<file path="src/rtl/rotc_pkg.sv">
package rotc_pkg;
  typedef enum logic [1:0] {
    OP_ROL = 2'd0,
    OP_ROR = 2'd1,
    OP_RCL = 2'd2,
    OP_RCR = 2'd3
  } rot_op_e;
endpackage

</file>
<file path="src/rtl/rotc_amount.sv">
// Reduces a masked count to a left-rotate amount for a ring of RING_W bits.
module rotc_amount #(
  parameter int RING_W = 16,
  parameter int CNT_W  = 5,
  localparam int AMT_W = $clog2(RING_W)
) (
  input  logic [CNT_W-1:0] cnt_i,
  input  logic             right_i,
  output logic [AMT_W-1:0] amt_o
);
  int unsigned m;

  always_comb begin
    m = int'(cnt_i) % RING_W;
    // a right rotate by m equals a left rotate by RING_W - m
    if (right_i && m != 0) m = RING_W - m;
    amt_o = AMT_W'(m);
  end

  always_comb begin
    AST_AMT_IN_RING: assert (int'(amt_o) < RING_W) else $error("amount out of ring");
  end
endmodule

</file>
<file path="src/rtl/rotc_ring.sv">
// Logarithmic left rotator over a RING_W-bit ring.
module rotc_ring #(
  parameter int RING_W = 16,
  localparam int AMT_W = $clog2(RING_W)
) (
  input  logic [RING_W-1:0] data_i,
  input  logic [AMT_W-1:0]  amt_i,
  output logic [RING_W-1:0] data_o
);
  logic [RING_W-1:0] stg [AMT_W+1];

  assign stg[0] = data_i;

  for (genvar s = 0; s < AMT_W; s++) begin : g_stage
    localparam int SH = 1 << s;
    logic [RING_W-1:0] rot;
    assign rot        = {stg[s][RING_W-1-SH:0], stg[s][RING_W-1:RING_W-SH]};
    assign stg[s+1]   = amt_i[s] ? rot : stg[s];
  end

  assign data_o = stg[AMT_W];

  always_comb begin
    AST_BITS_KEPT: assert ($countones(data_o) == $countones(data_i)) else $error("ring lost bits");
  end
endmodule

</file>
<file path="src/rtl/rotc_unit.sv">
module rotc_unit #(
  parameter int DATA_W = 16,
  parameter int CNT_W  = 8,
  parameter int MASK_W = 5
) (
  input  logic [DATA_W-1:0] opnd_i,
  input  logic              carry_i,
  input  logic [1:0]        op_i,
  input  logic [CNT_W-1:0]  cnt_i,
  output logic [DATA_W-1:0] res_o,
  output logic              carry_o,
  output logic              flag_upd_o
);
  import rotc_pkg::*;

  localparam int CRING_W = DATA_W + 1;
  localparam int PA_W    = $clog2(DATA_W);
  localparam int CA_W    = $clog2(CRING_W);

  rot_op_e           op;
  logic [MASK_W-1:0] cnt_m;
  logic              unused_cnt_hi;
  logic              thru, right;
  logic [PA_W-1:0]   p_amt;
  logic [CA_W-1:0]   c_amt;
  logic [DATA_W-1:0] p_out;
  logic [CRING_W-1:0] c_out;

  assign op            = rot_op_e'(op_i);
  assign cnt_m         = cnt_i[MASK_W-1:0];
  assign unused_cnt_hi = ^cnt_i[CNT_W-1:MASK_W];
  assign thru          = (op == OP_RCL) || (op == OP_RCR);
  assign right         = (op == OP_ROR) || (op == OP_RCR);

  rotc_amount #(.RING_W(DATA_W), .CNT_W(MASK_W)) u_p_amt (
    .cnt_i(cnt_m), .right_i(right), .amt_o(p_amt)
  );
  rotc_amount #(.RING_W(CRING_W), .CNT_W(MASK_W)) u_c_amt (
    .cnt_i(cnt_m), .right_i(right), .amt_o(c_amt)
  );

  rotc_ring #(.RING_W(DATA_W)) u_p_ring (
    .data_i(opnd_i), .amt_i(p_amt), .data_o(p_out)
  );
  rotc_ring #(.RING_W(CRING_W)) u_c_ring (
    .data_i({carry_i, opnd_i}), .amt_i(c_amt), .data_o(c_out)
  );

  always_comb begin
    res_o      = opnd_i;
    carry_o    = carry_i;
    flag_upd_o = 1'b0;
    if (cnt_m != '0) begin
      flag_upd_o = 1'b1;
      if (thru) begin
        res_o   = c_out[DATA_W-1:0];
        carry_o = c_out[DATA_W];
      end else begin
        res_o   = p_out;
        // last bit out lands at the end the ring wrapped into
        carry_o = right ? p_out[DATA_W-1] : p_out[0];
      end
    end
  end

  always_comb begin
    AST_ZERO_HOLD: assert (cnt_i[MASK_W-1:0] != '0 ||
                           (res_o == opnd_i && carry_o == carry_i && !flag_upd_o))
      else $error("zero count changed state");
    AST_UPD_NONZERO: assert (!flag_upd_o || cnt_i[MASK_W-1:0] != '0)
      else $error("update without count");
    AST_THRU_BITS: assert (!thru ||
                           $countones({carry_o, res_o}) == $countones({carry_i, opnd_i}))
      else $error("carry ring lost bits");
    AST_PLAIN_BITS: assert (thru || $countones(res_o) == $countones(opnd_i))
      else $error("plain ring lost bits");
  end
endmodule

</file>
<file path="config.mk">
export PLATFORM = sky130hd
export DESIGN_NAME = rotc_unit
export DESIGN_NICKNAME = d
export VERILOG_FILES = /design/src/rtl/rotc_pkg.sv /design/src/rtl/rotc_amount.sv /design/src/rtl/rotc_ring.sv /design/src/rtl/rotc_unit.sv
export SDC_FILE = /design/constraint.sdc
export NUM_CORES = 1
export LEC_CHECK = 0
export ABC_AREA = 1
export BUFFER_PORTS_ARGS = -buffer_cell sky130_fd_sc_hd__buf_2
export CORE_AREA = 10 10 94 96
export DETAILED_ROUTE_END_ITERATION = 6
export DIE_AREA = 0 0 104 106
export PLACE_DENSITY = 0.79
export REMOVE_ABC_BUFFERS = 1
export SLEW_MARGIN = 25
export SYNTH_ARGS = -nofsm -noshare
export SYNTH_HDL_FRONTEND = slang
export SYNTH_HIERARCHICAL = 1
export SYNTH_SLANG_ARGS = --single-unit
export TNS_END_PERCENT = 50
</file>
<file path="constraint.sdc">
create_clock -name vclk -period 5
set_input_delay 0.25 -clock vclk [all_inputs]
set_output_delay 0.25 -clock vclk [all_outputs]
set_load 0.1 [all_outputs]
</file>
==> summary.txt, run 1 <==
Worst setup path
  • Bufs and invs on worst path: 7
  • Setup crit end kind: output pin
  • Worst Path Required: 4.75 ns
  • Startpoint types: primary input
  • Crit-path max FO: 20
  • Crit path cell chain: buf_2 -> inv_1 -> ha_1 -> nand2_1 -> ha_1 -> inv_1 -> nand3_1 -> nand2_4 -> inv_2 -> ha_1 -> inv_1 -> nand2_1 -> nand2_1 -> nand3_1 -> nand2_1 -> clkinv_1 -> nand3_1 -> nand3_1 -> nand2_1 -> nand2_1 -> nand2_1 -> nand2_2 -> o21ai_2 -> buf_2
  • CP arrival: 3.98 ns
  • Slowest cell on crit path: clkinv_1
  • Family with the most delay on the worst path: simple AND/OR/NAND/NOR gates
  • CP most frequent cell: nand2_1
  • Critical Path Max Stage Delay: 0.45 ns
  • Worst Setup Path Type: in2out

Floorplanning
  • Initial core utilization: 0.4793
  • Die Span X: 104 µm
  • Row Count: 31
  • Die Y: 106 µm
  • Die area: 0.01102 mm²
  • Core area: 0.007059 mm²
  • IO Count: 45

STA
  • Final min period: 4.227 ns
  • Slew Viols, Final: 0
  • Final Setup Violations: 0
  • Unrepaired setup endpoints after global routing: no
  • TNS Setup: 0 ns
  • Worst Max-Slew Pin Slew: 0.8172 ns
  • Final Hold Fails: 0
  • Fmax achieved: 0.2366 GHz
  • Tcrit/Tclk final: 0.8455
  • Max-slew headroom: 0.4539

Global routing
  • GRT Util Overall: 0.1877
  • Initial antenna violation count: 0
  • Total grt overflow: 0
  • Routing usage on met2: 0.3306
  • Largest net degree at the start of global routing: 35
  • GRT busiest layer: met2
  • Met1 Usage GRT: 0.2354
  • Met3 Track Usage GR: 0.02536
  • First-pass GRT wire length: 18.21 mm
  • Vias in the first global route: 3,763

Synth
  • Post-synthesis mux area share: 0
  • Sequential share of the synthesized area: 0
  • Yosys warns: 6
  • Syn Std Cell Area: 0.003383 mm²
  • Post-synthesis xor/xnor area fraction: 0.005178
  • Top cells by area, synth: nand2_1, nand3_1, nand3_2
  • Simple-Gate Fraction of Synth Area: 0.7777
  • Largest family of logic cells by synthesized area: simple AND/OR/NAND/NOR gates
  • Mapped Cells: 592
  • Leading area contributor after synthesis: nand2_1
  • Synth Area in Adders: 0.01849
  • Mapped Avg Cell Area: 5.715 µm²
  • Yosys top cell area share: 0.2352
  • Synth Area in Compound Gates: 0.04771
  • Synth unique cells: 28

Place
  • DP Wirelength: 8.637 mm
  • Number of port buffers: 42
  • Dpl cell area: 0.003487 mm²
  • Placed cell count: 704
  • Gpl congestion: 0.9473

Drt
  • Total Wirelength: 10.82 mm
  • DRC: 0
  • Initial DRC Count: 305
  • Total number of vias: 4,056
  • First-pass DRT Iterations: 5
  • Vias per cell: 5.761
  • Post-route ant nets: 0
  • Wirelength per Cell: 15.37 µm

Power and ir drop
  • VDD IR max: 0.1484 mV
  • Pwr Density: 270.3 mW/mm²
  • Leakage Power: 0.001965 µW

Clock network
  • Hold Buf Count CTS: 0
  • Setup bufs post-CTS: 0
  • Post-CTS sizing: 0

Layout
  • Register area: 0 µm²
  • Antenna Cells: 0
  • Sequential cell count: 0
  • Fin area: 0.003487 mm²
  • Count of clock buffers in the final design: 0
  • Area Overhead vs Synth: 3.069%
  • Share of cells above drive strength 1: 0.3025
  • Finished Layout Cells: 704
  • Final nets: 639
  • Fill cells: 778

Job
  • Max Cap Viol: 0

Status
  • Status: finished clean

Hold path
  • HP Class: in2out
logic make-up (layout without fill, tap and decap cells):
| group | count (synthesis) | count (layout) |
|---|---|---|
| buf+inv | 83 | 96 |
| simple gates | 483 | 483 |
| xor+xnor | 2 | 2 |
| compound gates | 19 | 19 |
| fa+ha+maj | 5 | 5 |
area by class of cell:
type	count	area (µm²)	share of cell area
well taps	99	123.9	0.03552
repair buffers	48	285.3	0.08181
inverters	48	205.2	0.05884
multi-input cells	509	2873	0.8238
where the power goes:
group          switching [µW]  total [µW]  internal, µW
registers                   0           0             0
clock network               0           0             0
logic                     699         943           244
per-layer routing:
metal	wire [µm]	share of wire	up-vias
met5	0	0	-
met3	898	0.083	31
met4	239	0.022	0
met1	4451	0.41	1848
li1	-	-	1977
met2	5232	0.48	200
final timing paths:
check / slack (ns) / to / from / cells after the start
min: 0.97 / res_o[7] / opnd_i[7] / 4
max: 0.77 / res_o[4] / cnt_i[1] / 24
metrics by stage:
step	hold WS [ns]	worst slack, ns	utilization	power, µW
global route	0.9782	0.4171	0.4940	1019
global placement	0.9637	0.9071	0.4940	924.7
floorplan	0.8529	0.9669	-	727.9
CTS	0.9675	0.8411	0.4940	934.3
detailed placement	0.9675	0.8490	0.4940	932.4
finish	0.9675	0.7726	0.4940	942.7
cells in the final DEF (no fill, tap or decap), drive strengths merged:
| cell | instances |
|---|---|
| a21oi | 1 |
| buf | 48 |
| clkinv | 2 |
| ha | 5 |
| inv | 46 |
| nand2 | 254 |
| nand3 | 215 |
| nand3b | 1 |
| nand4 | 3 |
| nor2 | 8 |
| o21ai | 17 |
| o21bai | 1 |
| or2 | 2 |
| xor2 | 2 |
cell usage after synthesis (5+ instances only):
cell / n
buf_4: 8
o21ai_2: 17
inv_1: 37
ha_1: 5
buf_2: 11
nand3_1: 153
nand3_2: 61
nand2_2: 24
nand2_4: 18
buf_6: 13
nand2_1: 212
No activity file was read; power rests on OpenSTA's default activity.
==> inputs of run 2 (changes only) <==
==> constraint.sdc (replaced) <==
create_clock -name vclk -period 3.9
set_input_delay 0.195 -clock vclk [all_inputs]
set_output_delay 0.195 -clock vclk [all_outputs]
set_load 0.1 [all_outputs]
==> run 2 against run 1 <==
Final area increased by 7.1%. Sequential cell count unchanged. Die area unchanged. Routed wire length decreased by 0.58%. Combinational power increased by 43%. Final cell count increased by 0.28%. Total power increased by 44%. Critical endpoint is now carry_o. Largest cell class unchanged. Largest power group unchanged.
==> summary.txt, run 2 (same netlist as run 1, synthesis figures left out) <==
STA
  • Tcrit/Tclk final: 0.9099
  • Final min period: 3.549 ns
  • Slew Viols, Final: 0 (unchanged)
  • Worst Max-Slew Pin Slew: 0.5487 ns (was 0.8172 ns)
  • Max-slew headroom: 0.6342 (was 0.4539)
  • Final Hold Fails: 0 (unchanged)
  • Fmax achieved: 0.2818 GHz
  • Unrepaired setup endpoints after global routing: no (unchanged)
  • Final Setup Violations: 0 (unchanged)

Floorplanning
  • IO Count: 45 (unchanged)
  • Core area: 0.007059 mm² (unchanged)
  • Die Span X: 104 µm (unchanged)
  • Die area: 0.01102 mm² (unchanged)
  • Row Count: 31 (unchanged)
  • Die Y: 106 µm (unchanged)
  • Initial core utilization: 0.4793 (unchanged)

Drt
  • Total number of vias: 4,001 (was 4,056)
  • Post-route ant nets: 0 (unchanged)
  • Vias per cell: 5.667 (was 5.761)
  • Total Wirelength: 10.76 mm (was 10.82 mm)
  • DRC: 0 (unchanged)
  • Initial DRC Count: 301 (was 305)
  • First-pass DRT Iterations: 5 (unchanged)
  • Wirelength per Cell: 15.24 µm (was 15.37 µm)

Place
  • Dpl cell area: 0.003727 mm² (was 0.003487 mm²)
  • Placed cell count: 706 (was 704)
  • Number of port buffers: 42 (unchanged)
  • Gpl congestion: 0.9380 (was 0.9473)
  • DP Wirelength: 8.529 mm (was 8.637 mm)

Layout
  • Share of cells above drive strength 1: 0.3081 (was 0.3025)
  • Finished Layout Cells: 706 (was 704)
  • Most frequent cells in the layout: nand2_1, nand3_1, nand3_2 (unchanged)
  • Commonest non-fill, non-tap cell in the layout: nand2_1 (unchanged)
  • Fin area: 0.003735 mm² (was 0.003487 mm²)
  • Area Overhead vs Synth: 10.39% (was 3.069%)
  • Antenna Cells: 0 (unchanged)
  • Count of clock buffers in the final design: 0 (unchanged)
  • Sequential cell count: 0 (unchanged)
  • Final nets: 641 (was 639)
  • Register area: 0 µm² (unchanged)

Job
  • Max Cap Viol: 0 (unchanged)

Hold path
  • HP Class: in2out (unchanged)
  • Worst hold path startpoint: opnd_i[13] (was opnd_i[7])

Power and ir drop
  • Total Power: 1353 µW (was 942.7 µW)
  • VDD IR max: 0.1523 mV (was 0.1484 mV)
  • Pwr Density: 362.2 mW/mm² (was 270.3 mW/mm²)
  • Leakage Power: 0.002046 µW (was 0.001965 µW)

Worst setup path
  • CP arrival: 3.35 ns (was 3.98 ns)
  • Worst Setup SP: cnt_i[1] (unchanged)
  • Crit-path max FO: 18 (was 20)
  • Worst Setup EP: carry_o (was res_o[4])
  • Startpoint types: primary input (unchanged)
  • Setup crit end kind: output pin (unchanged)
  • Worst Setup Path Type: in2out (unchanged)
  • Worst Path Required: 3.70 ns (was 4.75 ns)

Global routing
  • Total grt overflow: 0 (unchanged)
  • GRT Util Overall: 0.1862 (was 0.1877)
  • First-pass GRT wire length: 17.84 mm (was 18.21 mm)
  • Vias in the first global route: 3,650 (was 3,763)
  • Initial antenna violation count: 0 (unchanged)
  • Largest net degree at the start of global routing: 35 (unchanged)

Clock network
  • Post-CTS sizing: 0 (unchanged)
  • Hold Buf Count CTS: 0 (unchanged)
  • Setup bufs post-CTS: 0 (unchanged)

Status
  • Status: finished clean (unchanged)
run 2: per-stage QoR:
step	hold WS, ns	utilization	setup WS, ns	setup TNS [ns]
global placement	0.8584	0.5280	0.3806	0
detailed placement	0.8574	0.5280	0.2754	0
global route	0.8731	0.5291	0.06555	0
finish	0.8570	0.5291	0.3514	0
CTS	0.8577	0.5280	0.2768	0
floorplan	0.7429	-	-0.02308	-0.02308
run 2: critical path, stage by stage:
cell	delay (ns)
buf_2	0.16
inv_1	0.10
ha_1	0.21
nand2_1	0.11
ha_1	0.22
inv_2	0.08
nand2_4	0.13
nand2_1	0.08
nand2_2	0.10
nand3_2	0.10
o21bai_1	0.15
nand2_1	0.06
nand2_1	0.07
buf_6	0.21
inv_8	0.11
nand2_1	0.10
nand3_1	0.09
nand3_1	0.13
nand3_1	0.15
nand3_1	0.12
nand2_1	0.06
or2_0	0.23
nand3_2	0.08
nand2_1	0.10
buf_12	0.18
run 2: where the power goes:
group	switching, µW	internal, µW
clock	0	0
sequential	0	0
combinational	917	436
total	917	436
run 2: layer usage:
layer / global-route usage / vias up / wire [µm]
met5: 0 / - / 0
met3: 0.007246 / 26 / 700
met1: 0.2396 / 1827 / 4514
met4: 0.05865 / 0 / 276
li1: - / 1979 / -
met2: 0.3279 / 169 / 5268
run 2: final cells by class:
class                           instances  area (µm²)
Fill cell                             727        3324
Tap cell                               99       123.9
Multi-Input combinational cell        509        2873
Inverter                               48       209.0
Timing Repair Buffer                   50       529.3
run 2: worst min path at each step:
stage               depth (start not counted)  slack, ns         to
finish                                      4       0.86  res_o[13]
global route                                4       0.87    carry_o
CTS                                         4       0.86  res_o[13]
detailed placement                          4       0.86  res_o[13]
global placement                            4       0.86   res_o[7]
floorplan                                   2       0.74   res_o[0]
